$ cat src/rtl/gpio_sense_pkg.sv
package gpio_sense_pkg;

  localparam int DEF_PINS = 16;
  localparam int DEF_SYNC = 2;

  // Per-pin trigger decoding.
  typedef enum logic [2:0] {
    TRIG_HIGH = 3'd0,
    TRIG_LOW  = 3'd1,
    TRIG_RISE = 3'd2,
    TRIG_FALL = 3'd3,
    TRIG_ANY  = 3'd4
  } trigMode_t;

  // Strobes from the control to the datapath.
  typedef struct packed {
    logic fireA;
    logic fireB;
  } senseStrobe_t;

  function automatic trigMode_t decodeMode(input logic edgeBit, input logic bothBit,
                                           input logic polBit);
    if (edgeBit) begin
      if (bothBit) return TRIG_ANY;
      return polBit ? TRIG_FALL : TRIG_RISE;
    end
    return polBit ? TRIG_LOW : TRIG_HIGH;
  endfunction

endpackage

$ cat src/rtl/gpio_sense_dp.sv
module gpio_sense_dp
  import gpio_sense_pkg::*;
#(
  parameter int PIN_W = DEF_PINS,
  parameter int SYNC_STAGES = DEF_SYNC
) (
  input  logic             clk,
  input  logic             rstN,
  input  logic [PIN_W-1:0] pinIn,
  input  logic [PIN_W-1:0] capEn,
  input  senseStrobe_t     strobe,
  output logic [PIN_W-1:0] capData,
  output logic [PIN_W-1:0] nextLvl,
  output logic             irqA,
  output logic             irqB
);

  localparam int LAST = SYNC_STAGES - 1;

  logic [SYNC_STAGES-1:0][PIN_W-1:0] syncQ;

  always_ff @(posedge clk or negedge rstN) begin
    if (!rstN) syncQ[0] <= '0;
    else       syncQ[0] <= pinIn;
  end

  for (genvar s = 1; s < SYNC_STAGES; s++) begin : gSync
    always_ff @(posedge clk or negedge rstN) begin
      if (!rstN) syncQ[s] <= '0;
      else       syncQ[s] <= syncQ[s-1];
    end
  end

  assign nextLvl = (capData & ~capEn) | (syncQ[LAST] & capEn);

  always_ff @(posedge clk or negedge rstN) begin
    if (!rstN) begin
      capData <= '0;
      irqA    <= 1'b0;
      irqB    <= 1'b0;
    end else begin
      capData <= nextLvl;
      irqA    <= strobe.fireA;
      irqB    <= strobe.fireB;
    end
  end

endmodule

$ cat src/rtl/gpio_sense_ctrl.sv
module gpio_sense_ctrl
  import gpio_sense_pkg::*;
#(
  parameter int PIN_W = DEF_PINS
) (
  input  logic [PIN_W-1:0] dirEn,
  input  logic [PIN_W-1:0] inEn,
  input  logic [PIN_W-1:0] polSel,
  input  logic [PIN_W-1:0] edgeSel,
  input  logic [PIN_W-1:0] bothSel,
  input  logic [PIN_W-1:0] maskA,
  input  logic [PIN_W-1:0] maskB,
  input  logic [PIN_W-1:0] oldLvl,
  input  logic [PIN_W-1:0] newLvl,
  output logic [PIN_W-1:0] capEn,
  output senseStrobe_t     strobe
);

  logic [PIN_W-1:0] pinHit;

  assign capEn = dirEn & inEn;

  for (genvar i = 0; i < PIN_W; i++) begin : gPin
    trigMode_t mode;
    logic      modeHit;
    assign mode = decodeMode(edgeSel[i], bothSel[i], polSel[i]);
    always_comb begin
      unique case (mode)
        TRIG_HIGH: modeHit = newLvl[i];
        TRIG_LOW:  modeHit = !newLvl[i];
        TRIG_RISE: modeHit = !oldLvl[i] && newLvl[i];
        TRIG_FALL: modeHit = oldLvl[i] && !newLvl[i];
        TRIG_ANY:  modeHit = oldLvl[i] ^ newLvl[i];
        default:   modeHit = 1'b0;
      endcase
    end
    assign pinHit[i] = capEn[i] & modeHit;
  end

  assign strobe.fireA = |(pinHit & maskA);
  assign strobe.fireB = |(pinHit & maskB);

endmodule

$ cat src/rtl/gpio_pin_sense.sv
module gpio_pin_sense
  import gpio_sense_pkg::*;
#(
  parameter int PIN_W = DEF_PINS,
  parameter int SYNC_STAGES = DEF_SYNC
) (
  input  logic             clk,
  input  logic             rstN,
  input  logic [PIN_W-1:0] pinIn,
  input  logic [PIN_W-1:0] dirEn,
  input  logic [PIN_W-1:0] inEn,
  input  logic [PIN_W-1:0] polSel,
  input  logic [PIN_W-1:0] edgeSel,
  input  logic [PIN_W-1:0] bothSel,
  input  logic [PIN_W-1:0] maskA,
  input  logic [PIN_W-1:0] maskB,
  output logic [PIN_W-1:0] capData,
  output logic             irqA,
  output logic             irqB
);

  logic [PIN_W-1:0] capEn;
  logic [PIN_W-1:0] nextLvl;
  senseStrobe_t     strobe;

  gpio_sense_ctrl #(.PIN_W(PIN_W)) uCtrl (
    .dirEn(dirEn), .inEn(inEn), .polSel(polSel), .edgeSel(edgeSel),
    .bothSel(bothSel), .maskA(maskA), .maskB(maskB),
    .oldLvl(capData), .newLvl(nextLvl), .capEn(capEn), .strobe(strobe)
  );

  gpio_sense_dp #(.PIN_W(PIN_W), .SYNC_STAGES(SYNC_STAGES)) uDp (
    .clk(clk), .rstN(rstN), .pinIn(pinIn), .capEn(capEn), .strobe(strobe),
    .capData(capData), .nextLvl(nextLvl), .irqA(irqA), .irqB(irqB)
  );

endmodule

$ cat config.mk
export PLATFORM = sky130hd
export DESIGN_NAME = gpio_pin_sense
export DESIGN_NICKNAME = d
export VERILOG_FILES = /design/src/rtl/gpio_sense_pkg.sv /design/src/rtl/gpio_sense_dp.sv /design/src/rtl/gpio_sense_ctrl.sv /design/src/rtl/gpio_pin_sense.sv
export SDC_FILE = /design/constraint.sdc
export NUM_CORES = 1
export LEC_CHECK = 0
export BUFFER_PORTS_ARGS = -buffer_cell sky130_fd_sc_hd__buf_2
export CORE_MARGIN = 4
export CORE_UTILIZATION = 46
export CTS_CLUSTER_SIZE = 25
export DETAILED_ROUTE_END_ITERATION = 8
export PLACE_DENSITY = 0.86
export RECOVER_POWER = 50
export SLEW_MARGIN = 20
export SYNTH_ARGS = -nofsm -noshare
export SYNTH_HDL_FRONTEND = slang
export SYNTH_SLANG_ARGS = --single-unit
$ cat constraint.sdc
create_clock -name clk -period 3.55 [get_ports clk]
set_input_delay 0.71 -clock clk [delete_from_list [all_inputs] [get_ports clk]]
set_output_delay 0.71 -clock clk [all_outputs]
set_load 0.005 [all_outputs]
# After elaboration in Yosys (flattened, before gate mapping)
# Cells that the tools add are included.
[totals]
regBits = 50
word_cells = 350
output_inout_bits = 18
[classes]
eq_ne = 64
muxes = 160
n_reduce_logical = 82
bitwise_logic = 39
[op_table]
columns = ["op", "count"]
rows = [
  ["$mux W3", 64],
  ["$eq A3 B2 Y1 const B", 32],
  ["$and A16 B16 Y16", 5],
  ["$mux W1", 80],
  ["$pmux W1 S5", 16],
  ["$eq A3 B1 Y1 const B", 16],
  ["$eq A3 B3 Y1 const B", 16],
  ["$logic_not A3 Y1", 16],
  ["$logic_and A1 B1 Y1", 32],
  ["$logic_not A1 Y1", 32],
  ["$reduce_or A16 Y1", 2],
  ["$and A1 B1 Y1", 16],
  ["$not A16 Y16", 1],
  ["$or A16 B16 Y16", 1],
  ["$xor A1 B1 Y1", 16],
]

# Logic depth before layout (Yosys ltp)
# Gate-level depths: netlist (run 1).
[logic_depth]
ltp_word = 10
depth_mapped = 9
ltp_nobuf = 9

# Modules after synthesis
# From an unflattened synthesis (run 1), not the netlist that was laid out.
[hier_totals]
cells_unflattened = 322
area_unflattened_um2 = 3271.9
[modules_own_cells]
columns = ["mod", "cells_per_inst", "area_each_um2", "instances"]
rows = [
  ["gpio_sense_ctrl", 256, 1780.5, 1],
  ["gpio_sense_dp", 66, 1491.4, 1],
]

# Worst setup path after synthesis (run 1)
# Ideal clock, no wire load.
[synth_timing]
path_kind = "in2reg"
from = "in dirEn[1]"
to = "reg uDp.irqA"
path_buffers = 0
path_stages = 9
setup_slack_ns = 1.200
arrival_time_ns = 2.212
setup_ns = 0.138
cell_sequence = "nand2_1 > mux2i_1 > inv_1 > ha_1 > mux2_1 > o21ai_1 > and2_1 > nor3_1 > or4_1"
[synth_lines]
columns = ["item", "line", "source"]
rows = [
  ["start, declared", "gpio_pin_sense.sv:10", "input logic [PIN_W-1:0] dirEn,"],
  ["end signal, assigned", "gpio_sense_dp.sv:43", "irqA <= strobe.fireA;"],
  ["end, declared", "gpio_sense_dp.sv:14", "output logic irqA,"],
]

==> impl_metrics.json, run 1 <==
{
  "synth.top_cells.by_area": "dfrtp_1 (54%), xnor2_1 (11%), mux2_2 (6.8%)",
  "internal_power_mw": 1.00,
  "dieArea_um2": 6230,
  "grt_pass1_wl_mm": 8.83,
  "grt_overflow": 0,
  "rsz0062_at_grt": "no",
  "max_stage_delay_ns": 0.42,
  "hpwlAfterDp_mm": 5.07,
  "synth-edff-count": 0,
  "met1_length_mm": 2.22,
  "antenna_cells": 0,
  "hold_violations": 0,
  "drv_cap": 0,
  "ant_nets": 0,
  "grt_usage": 0.184,
  "p_clk_frac": 0.296,
  "cts_made_buffers": 5,
  "switching_share": 0.246,
  "critPathKind": "input pin to flop",
  "power_switching_mw": 0.327,
  "ios": 148,
  "synth_seq_area_share": 0.540,
  "area_growth_pct": 40.4,
  "synthesis.nets": 339,
  "cpMostUsedCell": "o21ai_0",
  "crit_required_ns": 3.71,
  "yosys_warnings": 0,
  "vias": 2095,
  "start_kind": "input pin",
  "die_w_um": 79.0,
  "nNetsFinal": 493,
  "drt_iter0_drc": 68,
  "crit_family": "simple AND/OR/NAND/NOR gates",
  "cts_resized": 0,
  "io_buffers": 147,
  "cts_hold_buf": 0,
  "met3WireLength_um": 598,
  "pwr-share-seq": 0.496,
  "status": "complete, no violations",
  "rows": 25,
  "yosysMostFrequentCell": "dfrtp_1",
  "gp_routability_congestion": 0.832,
  "yosys.area.top_type_share": 0.540,
  "max_slew_margin": 0.597,
  "fmax_mhz": 428,
  "power_density_nw_per_um2": 409,
  "wl_met2_mm": 3.04,
  "tns_ns": 0,
  "clock_latency_ns": 0.29,
  "synth_area_leader_cell": "dfrtp_1",
  "worstMarginPinSlew_ns": 0.605,
  "drive_above_1_share": 0.473,
  "vdd_drop_max_mv": 0.280,
  "cts_buffer_depth": 2,
  "drc": 0,
  "grt_pass1_vias": 2088,
  "post-route-min-period_ns": 2.33,
  "yosysUniqueCellTypes": 25,
  "synthFlopType": "dfrtp_1",
  "antenna_found_initial": 0,
  "wire_per_inst_um": 13.9,
  "crit_fanout": 3,
  "highest_layer": "met4",
  "end_kind": "flop",
  "register_area_um2": 1250,
  "cp_cell_sequence": "buf_2 -> nand2_1 -> mux2i_1 -> inv_1 -> ha_1 -> mux2_2 -> o21ai_0 -> and2_1 -> o21ai_0 -> or4_1",
  "maxSlewViolCount": 0,
  "first_pass_iters": 4,
  "pre_cts_ws_ns": 0.877,
  "fin_ws_ns": 1.22,
  "cts_htree_levels": 2,
  "pwr-share-comb": 0.208,
  "synth_common_cells": "dfrtp_1 (50), nand2_1 (37), xnor2_1 (28)",
  "fin_crit_sh": 0.657,
  "clock_skew_ns": 0.00379,
  "leakagePower_nw": 1.65,
  "postSynthCellCount": 203,
  "slowest_stage": "or4_1",
  "cts.sinks": 50,
  "clkTransAtPathRegs_ns": 0.08,
  "avgViaCountPerCell": 4.94,
  "die_h_um": 79.0,
  "crit_buf_inv": 2,
  "multi_input_area_um2": 1040,
  "cts_tree": "done",
  "wl_mm": 5.90,
  "async_reset_ff_frac": 1.00,
  "setup_viol": 0,
  "core_um2": 4790,
  "synth_area_um2": 2320,
  "worst_ep_arrival_time_ns": 2.49,
  "start_util": 0.484,
  "fill_cells": 404,
  "cts_setup_buffers": 0,
  "root_buffer": "clkbuf_8",
  "grt_max_degree": 51,
  "ys_ff_latch": 50,
  "synth_area_per_cell_um2": 11.4,
  "hold_class": "flop to flop"
}
-- power groups by stage --
stage               clock network (mW)  logic [mW]  registers [mW]
floorplan                            0       0.130           0.668
global placement                     0       0.270           0.667
detailed placement                   0       0.281           0.670
CTS                              0.404       0.281           0.660
global route                     0.426       0.310           0.666
finish                           0.393       0.277           0.660
-- worst paths after layout --
check                                    start  slack, ns            end  cells past startpoint
worst min register to register    uDp.syncQ[0]       0.35  uDp.syncQ[16]                      0
max in group asynchronous                 rstN       2.72   uDp.syncQ[2]                      1
worst min-delay path              uDp.syncQ[0]       0.35  uDp.syncQ[16]                      0
min in group asynchronous                 rstN       0.41  uDp.syncQ[12]                      1
worst max register to register  uDp.capData[2]       1.44       uDp.irqA                      8
worst max-delay path                  dirEn[2]       1.22       uDp.irqA                     10
-- state kept, by name, summed over array words and instances (netlist names) --
register     count
uDp.irqB         1
uDp.syncQ       32
uDp.capData     16
uDp.irqA         1
-- cells in the final DEF (no fill, tap or decap), drive strengths merged --
cell	synthesis	final
buf	0	147
dfrtp	50	50
nand2	37	37
xnor2	28	28
mux2	15	15
nand3	8	8
inv	7	7
a21oi	7	7
a221oi	6	6
a32oi	6	6
nand4	6	6
ha	6	6
clkbuf	0	6
mux2i	5	5
a22oi	5	5
o21ai	4	4
and2	2	2
nor3	2	2
o211ai	2	2
or4	2	2
and3	2	2
xor2	1	1
nor2	1	1
nand2b	1	1
bufinv	0	1
-- cell type report --
cell class,instances,area share
flip-flops and latches,50,0.385
multi-input cells,146,0.319
repair buffers,147,0.227
well taps,67,0.0258
clock buffers,6,0.0254
clock inverters,1,0.00924
inverters,7,0.00808
-- layer usage --
layer	vias to the layer above	track usage
li1	1030	-
met1	961	0.203
met2	99	0.348
met3	5	0.0578
met4	0	0.0361
met5	-	0
-- cell families after synthesis --
kind of cell             share of synthesized area
multiplexers                                0.0945
AO/OA/AOI/OAI                               0.0918
flip-flops                                   0.540
buffers and inverters                       0.0113
AND/OR/NAND/NOR                              0.120
adder cells (fa/ha/maj)                     0.0324
XOR/XNOR                                     0.110
-- per-stage QoR --
stage          hold slack (ns)  power, mW  instance area, µm²  instances   util
2_1_floorplan            0.331      0.798                2320        203      -
3_3_place_gp             0.332      0.937                3140        417  0.655
3_5_place_dp             0.335      0.951                3140        417  0.655
4_1_cts                  0.354       1.34                3250        424  0.679
5_1_grt                  0.359       1.40                3250        424  0.679
6_report                 0.352       1.33                3250        424  0.679
(Power assumes the default switching activity.)
==> run 2: changes to the inputs <==
CORE_UTILIZATION = 38   (was 46)
PLACE_DENSITY = 0.76   (was 0.86)
clock period = 1.95 ns   (was 3.55 ns; I/O delays follow)
==> impl_metrics.json, run 2 (synthesis results as in run 1) <==
{
  "status": "finished with violations",
  "violations": "negative setup slack",
  "start_util": 0.391,
  "grt_usage": 0.165,
  "tns_ns": -0.0635,
  "vdd_drop_max_mv": 0.437,
  "final_cell_area_um2": 3490,
  "nNetsFinal": 516,
  "maxSlewViolCount": 0,
  "post-route-min-period_ns": 1.98,
  "r2r_cells": 8,
  "leakagePower_nw": 1.77,
  "worstMarginPinSlew_ns": 1.08,
  "grt_max_degree": 31,
  "fin_crit_sh": 1.02,
  "fmax_mhz": 504,
  "rows": 28,
  "drv_cap": 0,
  "gp_routability_congestion": 0.841,
  "clkTransAtPathRegs_ns": 0.09,
  "largest-register": "uDp.syncQ",
  "start_kind": "flop",
  "cts_tree": "done",
  "die_w_um": 86.1,
  "cts_buffer_depth": 2,
  "wire_per_inst_um": 13.3,
  "crit_required_ns": 2.12,
  "dieArea_um2": 7410,
  "rrSetupSlack_ns": -0.03,
  "placed_area_um2": 3240,
  "fin_ws_ns": -0.0338,
  "grt_overflow": 0,
  "endpoint": "uDp.irqA",
  "min_path_cells": 1,
  "cts.sinks": 50,
  "rsz0062_at_grt": "yes",
  "critPathLaunch": "uDp.capData[1]",
  "avgViaCountPerCell": 4.76,
  "largest_reg_flops": 32,
  "setup_viol": 2,
  "critPathKind": "flop to flop",
  "worst_ep_arrival_time_ns": 2.15,
  "drc": 0,
  "first_pass_iters": 4,
  "power_density_nw_per_um2": 764,
  "drt_iter0_drc": 60,
  "layout_commonest_cell": "buf_2",
  "root_buffer": "clkbuf_8",
  "clock_skew_ns": 0.00403,
  "cts_made_buffers": 5,
  "pre_cts_ws_ns": -0.288,
  "ant_nets": 0,
  "min_from": "pinIn[2]",
  "max_slew_margin": 0.278,
  "area_growth_pct": 50.5,
  "power_mw": 2.66,
  "mostFrequentLayoutCells": "buf_2 (146), dfrtp_1 (50), nand2_1 (37), xnor2_1 (28), buf_4 (21)",
  "core_um2": 5920,
  "vias": 2172,
  "hpwlAfterDp_mm": 5.10,
  "end_kind": "flop",
  "hold_violations": 0,
  "wl_mm": 6.07,
  "crit_fanout": 2,
  "fin_util": 0.589,
  "hold_class": "input pin to flop",
  "grt_pass1_wl_mm": 9.59,
  "drive_above_1_share": 0.525,
  "io_buffers": 147,
  "r2r-end": "uDp.irqA",
  "grt_pass1_vias": 2220,
  "clock_latency_ns": 0.29,
  "ios": 148,
  "fill_cells": 521,
  "reg_top3": "uDp.syncQ x32, uDp.capData x16",
  "antenna_cells": 0,
  "cts_htree_levels": 2,
  "reg2reg_from": "uDp.capData[1]",
  "die_h_um": 86.1,
  "antenna_found_initial": 0
}
## run 2: changes by cell type in the layout (fill, tap and decap cells not counted), moves of 2 or more
cell / delta
buf_4: +20
o21ai_0: -3
and2_1: -2
and2_4: +2
ha_1: -2
ha_2: +2
o21ai_2: +2
## run 2: power by group
part	total (mW)	leakage (nW)	internal (mW)	switching [mW]
clock	0.862	0.0714	0.547	0.316
combinational	0.610	1.12	0.365	0.245
sequential	1.19	0.583	1.13	0.0631
total	2.66	1.77	2.04	0.624
## run 2: final cells by class
class | instances | area (µm²) | share of cell area
Clock inverter | 2 | 60.1 | 0.0172
Inverter | 7 | 26.3 | 0.00754
Sequential cell | 50 | 1250 | 0.359
Clock buffer | 6 | 82.6 | 0.0237
Tap cell | 75 | 93.8 | 0.0269
Timing Repair Buffer | 170 | 908 | 0.261
Multi-Input combinational cell | 146 | 1060 | 0.305
## run 2: worst min-delay path by stage
stage | endpoint | slack (ns)
5_1_grt | uDp.syncQ[1] | 0.17
2_1_floorplan | uDp.capData[0] | 0.09
3_3_place_gp | uDp.syncQ[16] | 0.33
3_5_place_dp | uDp.syncQ[31] | 0.34
4_1_cts | uDp.syncQ[18] | 0.05
6_report | uDp.syncQ[2] | 0.19
## run 2: metal layers
metal  vias up  global-route usage  share of wire
met1       986               0.191           0.38
met5         -                   0              0
met2        95               0.293           0.51
li1       1075                   -              -
met3        16              0.0490          0.094
met4         0              0.0504          0.016
## run 2: through the flow
stage / hold WS [ns] / std cells
floorplan: 0.0944 / 203
global placement: 0.332 / 435
detailed placement: 0.336 / 435
CTS: 0.0508 / 455
global route: 0.169 / 456
finish: 0.194 / 456
## run 2: repair_timing
item	in CTS	in global routing
hold buffers	0	0
buffers inserted	12	2
pin swaps	2	2
endpoints found under the setup margin	2	3
resized for setup	2	8
## run 2: worst max-delay path: stages, from the launching register on
cell and delay [ns]:
dfrtp_1 0.38, mux2i_1 0.19, inv_1 0.08, ha_2 0.17, mux2_4 0.27, o21ai_2 0.11
and2_4 0.15, nor3_1 0.05, or4_1 0.46
==> run 3: changes to the inputs <==
GPL_TIMING_DRIVEN = 0   (was unset)
SETUP_SLACK_MARGIN = 0.02   (was unset)
==> impl_metrics.json, run 3 (synthesis results as in run 1) <==
{
  "met3WireLength_um": 492,
  "r2r_cells": 8,
  "vias": 2057,
  "min_from": "pinIn[8]",
  "critPathKind": "flop to flop",
  "grt_pass1_wl_mm": 9.05,
  "gp_routability_congestion": 0.842,
  "drc": 0,
  "largest-register": "uDp.syncQ",
  "hpwlAfterDp_mm": 4.86,
  "ios": 148,
  "r2r-end": "uDp.irqB",
  "grt_overflow": 0,
  "nNetsFinal": 504,
  "cts_buffer_depth": 2,
  "crit_family": "simple AND/OR/NAND/NOR gates",
  "die_h_um": 86.1,
  "drive_above_1_share": 0.518,
  "leakagePower_nw": 1.71,
  "dpl.cell_count": 425,
  "crit_buf_inv": 1,
  "wl_met2_mm": 3.10,
  "power_mw": 2.46,
  "cts_made_buffers": 5,
  "hold_ws_ns": 0.195,
  "clkTransAtPathRegs_ns": 0.09,
  "die_w_um": 86.1,
  "fin_crit_sh": 1.04,
  "hold_violations": 0,
  "grt_pass1_vias": 2056,
  "post-route-min-period_ns": 2.02,
  "min_path_cells": 1,
  "worstMarginPinSlew_ns": 1.16,
  "drt_iter0_drc": 44,
  "cts.sinks": 50,
  "io_buffers": 147,
  "slowest_stage": "or4_1",
  "layout_commonest_cell": "buf_2",
  "start_kind": "flop",
  "antenna_cells": 0,
  "start_util": 0.391,
  "hold_class": "input pin to flop",
  "power_density_nw_per_um2": 728,
  "vdd_drop_max_mv": 0.462,
  "rrSetupSlack_ns": -0.07,
  "clock_skew_ns": 0.00679,
  "drv_cap": 0,
  "ant_nets": 0,
  "crit_fanout": 2,
  "reg2reg_from": "uDp.capData[1]",
  "min_to": "uDp.syncQ[8]",
  "status": "finished with violations",
  "grt_max_degree": 51,
  "mostFrequentLayoutCells": "buf_2 (146), dfrtp_1 (50), nand2_1 (37), xnor2_1 (28), mux2_2 (14)",
  "avgViaCountPerCell": 4.63,
  "dieArea_um2": 7410,
  "rsz0062_at_grt": "yes",
  "wire_per_inst_um": 13.1,
  "max_stage_delay_ns": 0.47,
  "maxSlewViolCount": 0,
  "fin_ws_ns": -0.0707,
  "crit_required_ns": 2.12,
  "antenna_found_initial": 0,
  "grt_usage": 0.155,
  "wl_mm": 5.84,
  "area_growth_pct": 45.8,
  "root_buffer": "clkbuf_8",
  "clock_latency_ns": 0.29,
  "register_area_um2": 1250,
  "setup_viol": 2,
  "layoutNonFillerInstCount": 444,
  "rows": 28,
  "met1_length_mm": 2.22,
  "first_pass_iters": 4,
  "max_slew_margin": 0.225,
  "worst_ep_arrival_time_ns": 2.19,
  "fmax_mhz": 495,
  "reg_top3": "uDp.syncQ x32, uDp.capData x16",
  "core_um2": 5920,
  "largest_reg_flops": 32,
  "cts_tree": "done",
  "cts_htree_levels": 2,
  "violations": "negative setup slack",
  "end_kind": "flop",
  "multi_input_area_um2": 1080,
  "highest_layer": "met4",
  "cp_cell_sequence": "mux2i_1 -> inv_1 -> ha_2 -> mux2_4 -> o21ai_2 -> and2_4 -> nor3_2 -> or4_1",
  "critPathLaunch": "uDp.capData[1]",
  "fill_cells": 516
}
run 3: changes by cell type in the layout (fill, tap and decap cells not counted), sizes merged:
cell	before	now
clkbuf	8	7
clkinvlp	0	1
bufinv	2	1
buf	168	157
run 3: final cells by class:
| cell class | instances | area share |
|---|---|---|
| Tap cell | 75 | 0.0278 |
| Inverter | 7 | 0.00778 |
| Timing Repair Buffer | 158 | 0.242 |
| Sequential cell | 50 | 0.371 |
| Multi-Input combinational cell | 146 | 0.319 |
| Clock inverter | 2 | 0.0111 |
| Clock buffer | 6 | 0.0215 |
run 3: layer usage:
metal | vias up | GRT usage
met2 | 74 | 0.280
met4 | 0 | 0.0417
li1 | 1049 | -
met5 | - | 0
met1 | 932 | 0.180
met3 | 2 | 0.0403
run 3: worst register-to-register path: stages (launching register included):
cell and delay [ns]:
dfrtp_1 0.39, mux2i_1 0.19, inv_1 0.08, ha_2 0.17
mux2_4 0.27, o21ai_2 0.11, and2_4 0.16, nor3_2 0.05
or4_1 0.47
run 3: repair_timing:
action / in CTS / in global routing
setup buffers: 8 / 3
endpoints found under the setup margin: 2 / 2
pin swaps: 3 / 0
hold buffers: 0 / 0
gates resized for setup: 10 / 2
run 3: where the power goes:
| part | internal (mW) | total, mW | switching [mW] |
|---|---|---|---|
| clock network | 0.382 | 0.693 | 0.310 |
| logic | 0.333 | 0.573 | 0.240 |
| registers | 1.13 | 1.19 | 0.0636 |
| total | 1.84 | 2.46 | 0.614 |
run 3: how the worst max path moves through the flow:
| stage | endpoint | slack (ns) | depth (start not counted) |
|---|---|---|---|
| 3_5_place_dp | uDp.irqB | -0.40 | 10 |
| 5_1_grt | uDp.irqB | -0.19 | 8 |
| 2_1_floorplan | uDp.irqA | -0.06 | 9 |
| 3_3_place_gp | uDp.irqA | -0.32 | 10 |
| 4_1_cts | uDp.irqB | -0.04 | 8 |
| 6_report | uDp.irqB | -0.07 | 8 |
run 3: stage by stage:
step / utilization / setup TNS, ns / worst slack, ns / cell area (µm²)
floorplan: - / -0.112 / -0.0558 / 2320
global placement: 0.532 / -0.643 / -0.323 / 3150
detailed placement: 0.532 / -0.800 / -0.403 / 3150
CTS: 0.565 / -0.0523 / -0.0405 / 3350
global route: 0.570 / -0.330 / -0.193 / 3380
finish: 0.570 / -0.117 / -0.0707 / 3380
